File: src/rtl/tw_pkg.sv
package tw_pkg;
  localparam int unsigned ADDR_W   = 7;
  localparam int unsigned DATA_W   = 8;
  localparam int unsigned PAGE_W   = 3;
  localparam int unsigned ID_W     = 4;
  localparam int unsigned SYNC_LEN = 2;
  localparam logic [ID_W-1:0] DEV_ID = 4'b1010;

  typedef enum logic [2:0] {
    ST_IDLE,
    ST_DEV,
    ST_ADDR,
    ST_WDATA,
    ST_RDATA,
    ST_RACK
  } state_e;
endpackage

File: src/rtl/tw_line_sync.sv
module tw_line_sync #(
  parameter int unsigned STAGES = 2
) (
  input  logic clk_i,
  input  logic rst_ni,
  input  logic scl_i,
  input  logic sda_i,
  output logic scl_o,
  output logic sda_o,
  output logic scl_rise_o,
  output logic scl_fall_o,
  output logic start_o,
  output logic stop_o
);
  logic [STAGES-1:0] scl_pipe, sda_pipe;
  logic scl_q, sda_q;

  always_ff @(posedge clk_i or negedge rst_ni) begin
    if (!rst_ni) begin
      scl_pipe <= '1;
      sda_pipe <= '1;
      scl_q    <= 1'b1;
      sda_q    <= 1'b1;
    end else begin
      scl_pipe <= {scl_pipe[STAGES-2:0], scl_i};
      sda_pipe <= {sda_pipe[STAGES-2:0], sda_i};
      scl_q    <= scl_pipe[STAGES-1];
      sda_q    <= sda_pipe[STAGES-1];
    end
  end

  assign scl_o      = scl_pipe[STAGES-1];
  assign sda_o      = sda_pipe[STAGES-1];
  assign scl_rise_o = scl_o & ~scl_q;
  assign scl_fall_o = ~scl_o & scl_q;
  assign start_o    = scl_o & scl_q & sda_q & ~sda_o;
  assign stop_o     = scl_o & scl_q & ~sda_q & sda_o;
endmodule

File: src/rtl/tw_byte_shift.sv
module tw_byte_shift #(
  parameter int unsigned W = 8
) (
  input  logic         clk_i,
  input  logic         rst_ni,
  input  logic         rx_en_i,
  input  logic         rx_bit_i,
  input  logic         tx_load_i,
  input  logic [W-1:0] tx_val_i,
  input  logic         tx_shift_i,
  output logic [W-1:0] rx_o,
  output logic [W-1:0] tx_o
);
  always_ff @(posedge clk_i or negedge rst_ni) begin
    if (!rst_ni) begin
      rx_o <= '0;
      tx_o <= '0;
    end else begin
      if (rx_en_i) rx_o <= {rx_o[W-2:0], rx_bit_i};
      if (tx_load_i)       tx_o <= tx_val_i;
      else if (tx_shift_i) tx_o <= {tx_o[W-2:0], 1'b0};
    end
  end
endmodule

File: src/rtl/tw_addr_ctr.sv
module tw_addr_ctr #(
  parameter int unsigned AW = 7,
  parameter int unsigned PW = 3
) (
  input  logic          clk_i,
  input  logic          rst_ni,
  input  logic          load_i,
  input  logic [AW-1:0] load_val_i,
  input  logic          step_i,
  input  logic          page_i,
  output logic [AW-1:0] addr_o
);
  logic [AW-1:0] page_next;

  // row bits held, column bits wrap
  assign page_next = {addr_o[AW-1:PW], addr_o[PW-1:0] + PW'(1)};

  always_ff @(posedge clk_i or negedge rst_ni) begin
    if (!rst_ni)     addr_o <= '0;
    else if (load_i) addr_o <= load_val_i;
    else if (step_i) addr_o <= page_i ? page_next : addr_o + AW'(1);
  end
endmodule

File: src/rtl/tw_mem_slave.sv
module tw_mem_slave
  import tw_pkg::*;
#(
  parameter int unsigned ADDR_W = tw_pkg::ADDR_W,
  parameter int unsigned DATA_W = tw_pkg::DATA_W,
  parameter int unsigned PAGE_W = tw_pkg::PAGE_W,
  parameter int unsigned SYNC_LEN = tw_pkg::SYNC_LEN
) (
  input  logic              clk_i,
  input  logic              rst_ni,
  input  logic              bidir_en_i,
  input  logic              scl_i,
  input  logic              sda_i,
  output logic              sda_oe_o,
  input  logic              wr_en_i,
  input  logic              busy_i,
  output logic [ADDR_W-1:0] rd_addr_o,
  input  logic [DATA_W-1:0] rd_data_i,
  output logic              wr_valid_o,
  output logic [ADDR_W-1:0] wr_addr_o,
  output logic [DATA_W-1:0] wr_data_o,
  output logic              wr_commit_o
);
  localparam int unsigned CNT_W = $clog2(DATA_W + 1);
  localparam logic [CNT_W-1:0] LAST_BIT = CNT_W'(DATA_W);

  logic scl_s, sda_s, scl_rise, scl_fall, bus_start, bus_stop;
  logic [DATA_W-1:0] rx_byte, tx_byte;
  logic [ADDR_W-1:0] addr;

  state_e            state;
  logic [CNT_W-1:0]  bit_cnt;
  logic              ack_ph, oe_q, rw_q, wr_pend, mack_q;
  logic              wr_valid_q, commit_q;
  logic [ADDR_W-1:0] wr_addr_q;
  logic [DATA_W-1:0] wr_data_q;

  logic live, rx_state, byte_end, ack_end, sel_ok, rd_begin;
  logic addr_load, step_page, tx_shift;

  tw_line_sync #(.STAGES(SYNC_LEN)) u_sync (
    .clk_i      (clk_i),
    .rst_ni     (rst_ni),
    .scl_i      (scl_i),
    .sda_i      (sda_i),
    .scl_o      (scl_s),
    .sda_o      (sda_s),
    .scl_rise_o (scl_rise),
    .scl_fall_o (scl_fall),
    .start_o    (bus_start),
    .stop_o     (bus_stop)
  );

  always_comb begin
    live      = bidir_en_i && !bus_start && !bus_stop;
    rx_state  = (state == ST_DEV) || (state == ST_ADDR) || (state == ST_WDATA);
    byte_end  = live && rx_state && scl_fall && !ack_ph && (bit_cnt == LAST_BIT);
    ack_end   = live && rx_state && scl_fall && ack_ph;
    sel_ok    = (rx_byte[DATA_W-1 -: ID_W] == DEV_ID) && !busy_i;
    rd_begin  = (ack_end && (state == ST_DEV) && rw_q) ||
                (live && (state == ST_RACK) && scl_fall && mack_q);
    addr_load = byte_end && (state == ST_ADDR);
    step_page = byte_end && (state == ST_WDATA);
    tx_shift  = live && (state == ST_RDATA) && scl_fall && (bit_cnt != LAST_BIT);
  end

  tw_byte_shift #(.W(DATA_W)) u_shift (
    .clk_i      (clk_i),
    .rst_ni     (rst_ni),
    .rx_en_i    (live && scl_rise),
    .rx_bit_i   (sda_s),
    .tx_load_i  (rd_begin),
    .tx_val_i   (rd_data_i),
    .tx_shift_i (tx_shift),
    .rx_o       (rx_byte),
    .tx_o       (tx_byte)
  );

  tw_addr_ctr #(.AW(ADDR_W), .PW(PAGE_W)) u_addr (
    .clk_i      (clk_i),
    .rst_ni     (rst_ni),
    .load_i     (addr_load),
    .load_val_i (rx_byte[ADDR_W-1:0]),
    .step_i     (step_page || rd_begin),
    .page_i     (step_page),
    .addr_o     (addr)
  );

  always_ff @(posedge clk_i or negedge rst_ni) begin
    if (!rst_ni) begin
      state      <= ST_IDLE;
      bit_cnt    <= '0;
      ack_ph     <= 1'b0;
      oe_q       <= 1'b0;
      rw_q       <= 1'b0;
      wr_pend    <= 1'b0;
      mack_q     <= 1'b0;
      wr_valid_q <= 1'b0;
      commit_q   <= 1'b0;
      wr_addr_q  <= '0;
      wr_data_q  <= '0;
    end else begin
      wr_valid_q <= 1'b0;
      commit_q   <= 1'b0;
      if (!bidir_en_i) begin
        state   <= ST_IDLE;
        bit_cnt <= '0;
        ack_ph  <= 1'b0;
        oe_q    <= 1'b0;
        wr_pend <= 1'b0;
      end else if (bus_start || bus_stop) begin
        commit_q <= wr_pend;
        wr_pend  <= 1'b0;
        state    <= bus_start ? ST_DEV : ST_IDLE;
        bit_cnt  <= '0;
        ack_ph   <= 1'b0;
        oe_q     <= 1'b0;
      end else begin
        if (scl_rise && ((rx_state && !ack_ph) || (state == ST_RDATA)))
          bit_cnt <= bit_cnt + CNT_W'(1);
        if (scl_rise && (state == ST_RACK))
          mack_q <= ~sda_s;

        if (byte_end) begin
          unique case (state)
            ST_DEV: begin
              if (sel_ok) begin
                ack_ph <= 1'b1;
                oe_q   <= 1'b1;
                rw_q   <= rx_byte[0];
              end else begin
                state <= ST_IDLE;
              end
            end
            ST_ADDR: begin
              ack_ph <= 1'b1;
              oe_q   <= 1'b1;
            end
            default: begin
              ack_ph <= 1'b1;
              oe_q   <= 1'b1;
              if (wr_en_i) begin
                wr_valid_q <= 1'b1;
                wr_addr_q  <= addr;
                wr_data_q  <= rx_byte;
                wr_pend    <= 1'b1;
              end
            end
          endcase
        end

        if (ack_end) begin
          ack_ph  <= 1'b0;
          bit_cnt <= '0;
          oe_q    <= rd_begin ? ~rd_data_i[DATA_W-1] : 1'b0;
          unique case (state)
            ST_DEV:  state <= rw_q ? ST_RDATA : ST_ADDR;
            default: state <= ST_WDATA;
          endcase
        end

        if ((state == ST_RDATA) && scl_fall) begin
          if (bit_cnt == LAST_BIT) begin
            oe_q  <= 1'b0;
            state <= ST_RACK;
          end else begin
            oe_q <= ~tx_byte[DATA_W-2];
          end
        end

        if ((state == ST_RACK) && scl_fall) begin
          if (mack_q) begin
            state   <= ST_RDATA;
            bit_cnt <= '0;
            oe_q    <= ~rd_data_i[DATA_W-1];
          end else begin
            state <= ST_IDLE;
            oe_q  <= 1'b0;
          end
        end
      end
    end
  end

  assign sda_oe_o    = oe_q;
  assign rd_addr_o   = addr;
  assign wr_valid_o  = wr_valid_q;
  assign wr_addr_o   = wr_addr_q;
  assign wr_data_o   = wr_data_q;
  assign wr_commit_o = commit_q;
endmodule

File: config.mk
export PLATFORM = sky130hd
export DESIGN_NAME = tw_mem_slave
export DESIGN_NICKNAME = d
export VERILOG_FILES = /design/src/rtl/tw_pkg.sv /design/src/rtl/tw_line_sync.sv /design/src/rtl/tw_byte_shift.sv /design/src/rtl/tw_addr_ctr.sv /design/src/rtl/tw_mem_slave.sv
export SDC_FILE = /design/constraint.sdc
export NUM_CORES = 1
export LEC_CHECK = 0
export BUFFER_PORTS_ARGS = -buffer_cell sky130_fd_sc_hd__buf_2
export CAP_MARGIN = 20
export CORE_MARGIN = 8
export CORE_UTILIZATION = 45
export CTS_CLUSTER_DIAMETER = 80
export CTS_CLUSTER_SIZE = 40
export DETAILED_ROUTE_END_ITERATION = 10
export MAX_ROUTING_LAYER = met4
export PLACE_DENSITY = 0.67
export SLEW_MARGIN = 5
export SYNTH_ARGS = -nofsm -noshare
export SYNTH_HDL_FRONTEND = slang
export SYNTH_SLANG_ARGS = --single-unit
File: constraint.sdc
create_clock -name clk_i -period 6.2 [get_ports clk_i]
set_input_delay 1.24 -clock clk_i [delete_from_list [all_inputs] [get_ports clk_i]]
set_output_delay 1.24 -clock clk_i [all_outputs]
set_load 0.02 [all_outputs]
==> flow_summary.ini <==
[timing]
hold_viol_final = 0
fin_ws_ns = 3.22
worst_pin_slew_ns = 0.921
setup_viol = 0
period_share_pct = 48.1
period_minus_slack_ns = 2.98
setup_tns_ns = 0
clock.fmax_mhz = 335
relSlewSlack_pct = 38.6
skew_ns = 0.00701
rsz0062_at_grt = no
slew_viol_final = 0

[detailed_routing]
detail_route.drc_violations = 0
drt_iter0_markers = 146
avgViaCountPerCell = 5.73
drt_wl_total_um = 5840
wl_per_cell_um = 16.2
firstDrtPassIters = 4
via_count = 2062
route.antenna.remaining_nets = 0

[finish]
drive_gt1_share_pct = 30.9
num_antenna_cells = 0
mostFrequentLayoutCell = dfrtp_1
layout.nets = 298
post_layout_nonfiller_instances = 360
final_cell_mix = dfrtp_1, buf_2, nand2_1
area_delta_synth_final_pct = 16.5

[global_route]
grt.total_usage_pct = 13.8
grt_pass1_wl_um = 9390
antenna_found_initial = 0
overflow = 0
grt_max_degree = 58
grt_pass1_vias = 1982

[placed_design]
dpl_worst_slack_ns = 2.88
gp_congestion = 0.864
dp_hpwl_um = 4030
place.port_buffers = 39
place_inst = 344

[synthesis]
synth_warnings = 0
seq_area_frac_synth_pct = 51.2
synth_cells = 242
ys.flop_type = dfrtp_1
synth.avg_cell_area_sq_um = 11.6
ys_ff_latch = 57
yosysTopAreaCell = dfrtp_1
synth_cell_type_count = 57
synth_edf_count = 0
synth_top_area_share_pct = 45.6
syn_nets = 260
syn-cell-area_sq_mm = 0.00280
ys_async_sr_fraction_pct = 100
synth_area_leaders = dfrtp_1, dfstp_2, mux2_2

[clock_tree]
cts-buffers-inserted = 9
clk_latency_ns = 0.33
post_cts_resized = 0
cts_hold_buf = 0
cts-root-buf = clkbuf_8
cts_tree = done
clkTransAtPathRegs_ns = 0.06
h-tree-depth = 3
cts_buffer_depth = 2
post_cts_buffers = 0
cts.sinks = 57

[power_and_ir_drop]
power_density_mw_per_mm2 = 282
leakagePower_nw = 1.55
max-vdd-ir-drop_mv = 0.170

[floorplanning]
num_rows = 28
die_h_um = 94.9
ios = 40
floorplan.initialDensity_pct = 47.0
core_area_sq_mm = 0.00596
die_w_um = 94.9
die_area_sq_mm = 0.00900

[outcome]
status = complete, no violations

[setup_path]
worst_ep_arrival_time_ns = 3.19
startpoint_type = input pin
crit_path_end_kind = flip-flop
worstPathMaxFanout = 17
path_class = input pin to flip-flop
required_ns = 6.41

[hold_path]
hold_class = flip-flop to flip-flop

[run]
drv_cap = 0
[cell families (layout without fill, tap and decap cells)]
kind of cell             after synthesis  in the layout  share of synthesized area (%)
XOR/XNOR                               3              3                          0.939
buffers and inverters                 25             68                           4.87
AO/OA/AOI/OAI                         60             60                           16.4
adder cells (fa/ha/maj)                3              3                           1.34
flip-flops                            57             57                           51.2
AND/OR/NAND/NOR                       72             72                           15.4
multiplexers                          22             22                           9.83
[flip-flops by register name, indices dropped and copies added, names as in the netlist]
| register | count |
|---|---|
| ack_ph | 1 |
| wr_pend | 1 |
| mack_q | 1 |
| u_sync.scl_q | 1 |
| wr_addr_o | 7 |
| state | 3 |
| bit_cnt | 4 |
| u_shift.rx_o | 8 |
| u_sync.sda_q | 1 |
| u_sync.sda_pipe | 2 |
| wr_data_o | 8 |
| rw_q | 1 |
| wr_commit_o | 1 |
| u_shift.tx_o | 7 |
| wr_valid_o | 1 |
| u_sync.scl_pipe | 2 |
| sda_oe_o | 1 |
| u_addr.addr_o | 7 |
[per-layer routing]
layer / global-route usage, % / share of wire (%) / vias up
met5: - / 0 / -
met3: 2.86 / 4.1 / 11
met1: 17.2 / 48 / 1018
li1: - / - / 990
met2: 20.7 / 46 / 43
met4: 7.15 / 2.1 / 0
[critical path: stages]
cell	delay [ns]
buf_2	0.13
and4bb_1	0.37
and2_4	0.23
o2111a_1	0.80
mux2_2	0.41
[final timing paths]
path,from,cells after the start,slack (ns),end
setup / recovery,bidir_en_i,5,3.22,wr_data_o[0]
hold / removal,u_sync.scl_pipe[0],0,0.36,u_sync.scl_pipe[1]
setup reg to reg,state[2],4,3.63,wr_data_o[0]
hold reg to reg,u_sync.scl_pipe[0],0,0.36,u_sync.scl_pipe[1]
max in group asynchronous,rst_ni,2,4.70,wr_data_o[2]
min in group asynchronous,rst_ni,2,1.04,u_shift.tx_o[3]
[stage by stage]
step           area, sq um  util (%)  total power, mW  hold slack (ns)
2_1_floorplan         2800         -            0.451            0.345
6_report              3260      54.8            0.920            0.358
3_3_place_gp          3000      50.4            0.476            0.345
5_1_grt               3260      54.8            0.958            0.364
3_5_place_dp          3000      50.4            0.478            0.348
4_1_cts               3260      54.8            0.930            0.359
[final cells by class]
class                      instances  area (sq um)
inverter                          12          45.0
multi-input combinational        160          1230
clock buffer                      10           128
fill                             529          2690
sequential                        57          1430
tap                               75          93.8
timing repair buffer              40           203
clock inverter                     6           130
[power by group]
group          leakage (nW)  internal, mW  switching (mW)
logic                 0.657        0.0231          0.0340
registers             0.767         0.392          0.0214
clock network         0.130         0.306           0.144
[synthesized netlist by cell type (6+ instances only)]
library cell	count
a21oi_1	8
a221o_1	6
and3_1	6
clkbuf_1	6
dfrtp_1	51
dfstp_2	6
inv_1	12
mux2_2	12
mux2_4	8
nand2_1	15
nand3_1	9
nor2_1	6
o21ai_0	11
(Power assumes the default switching activity.)
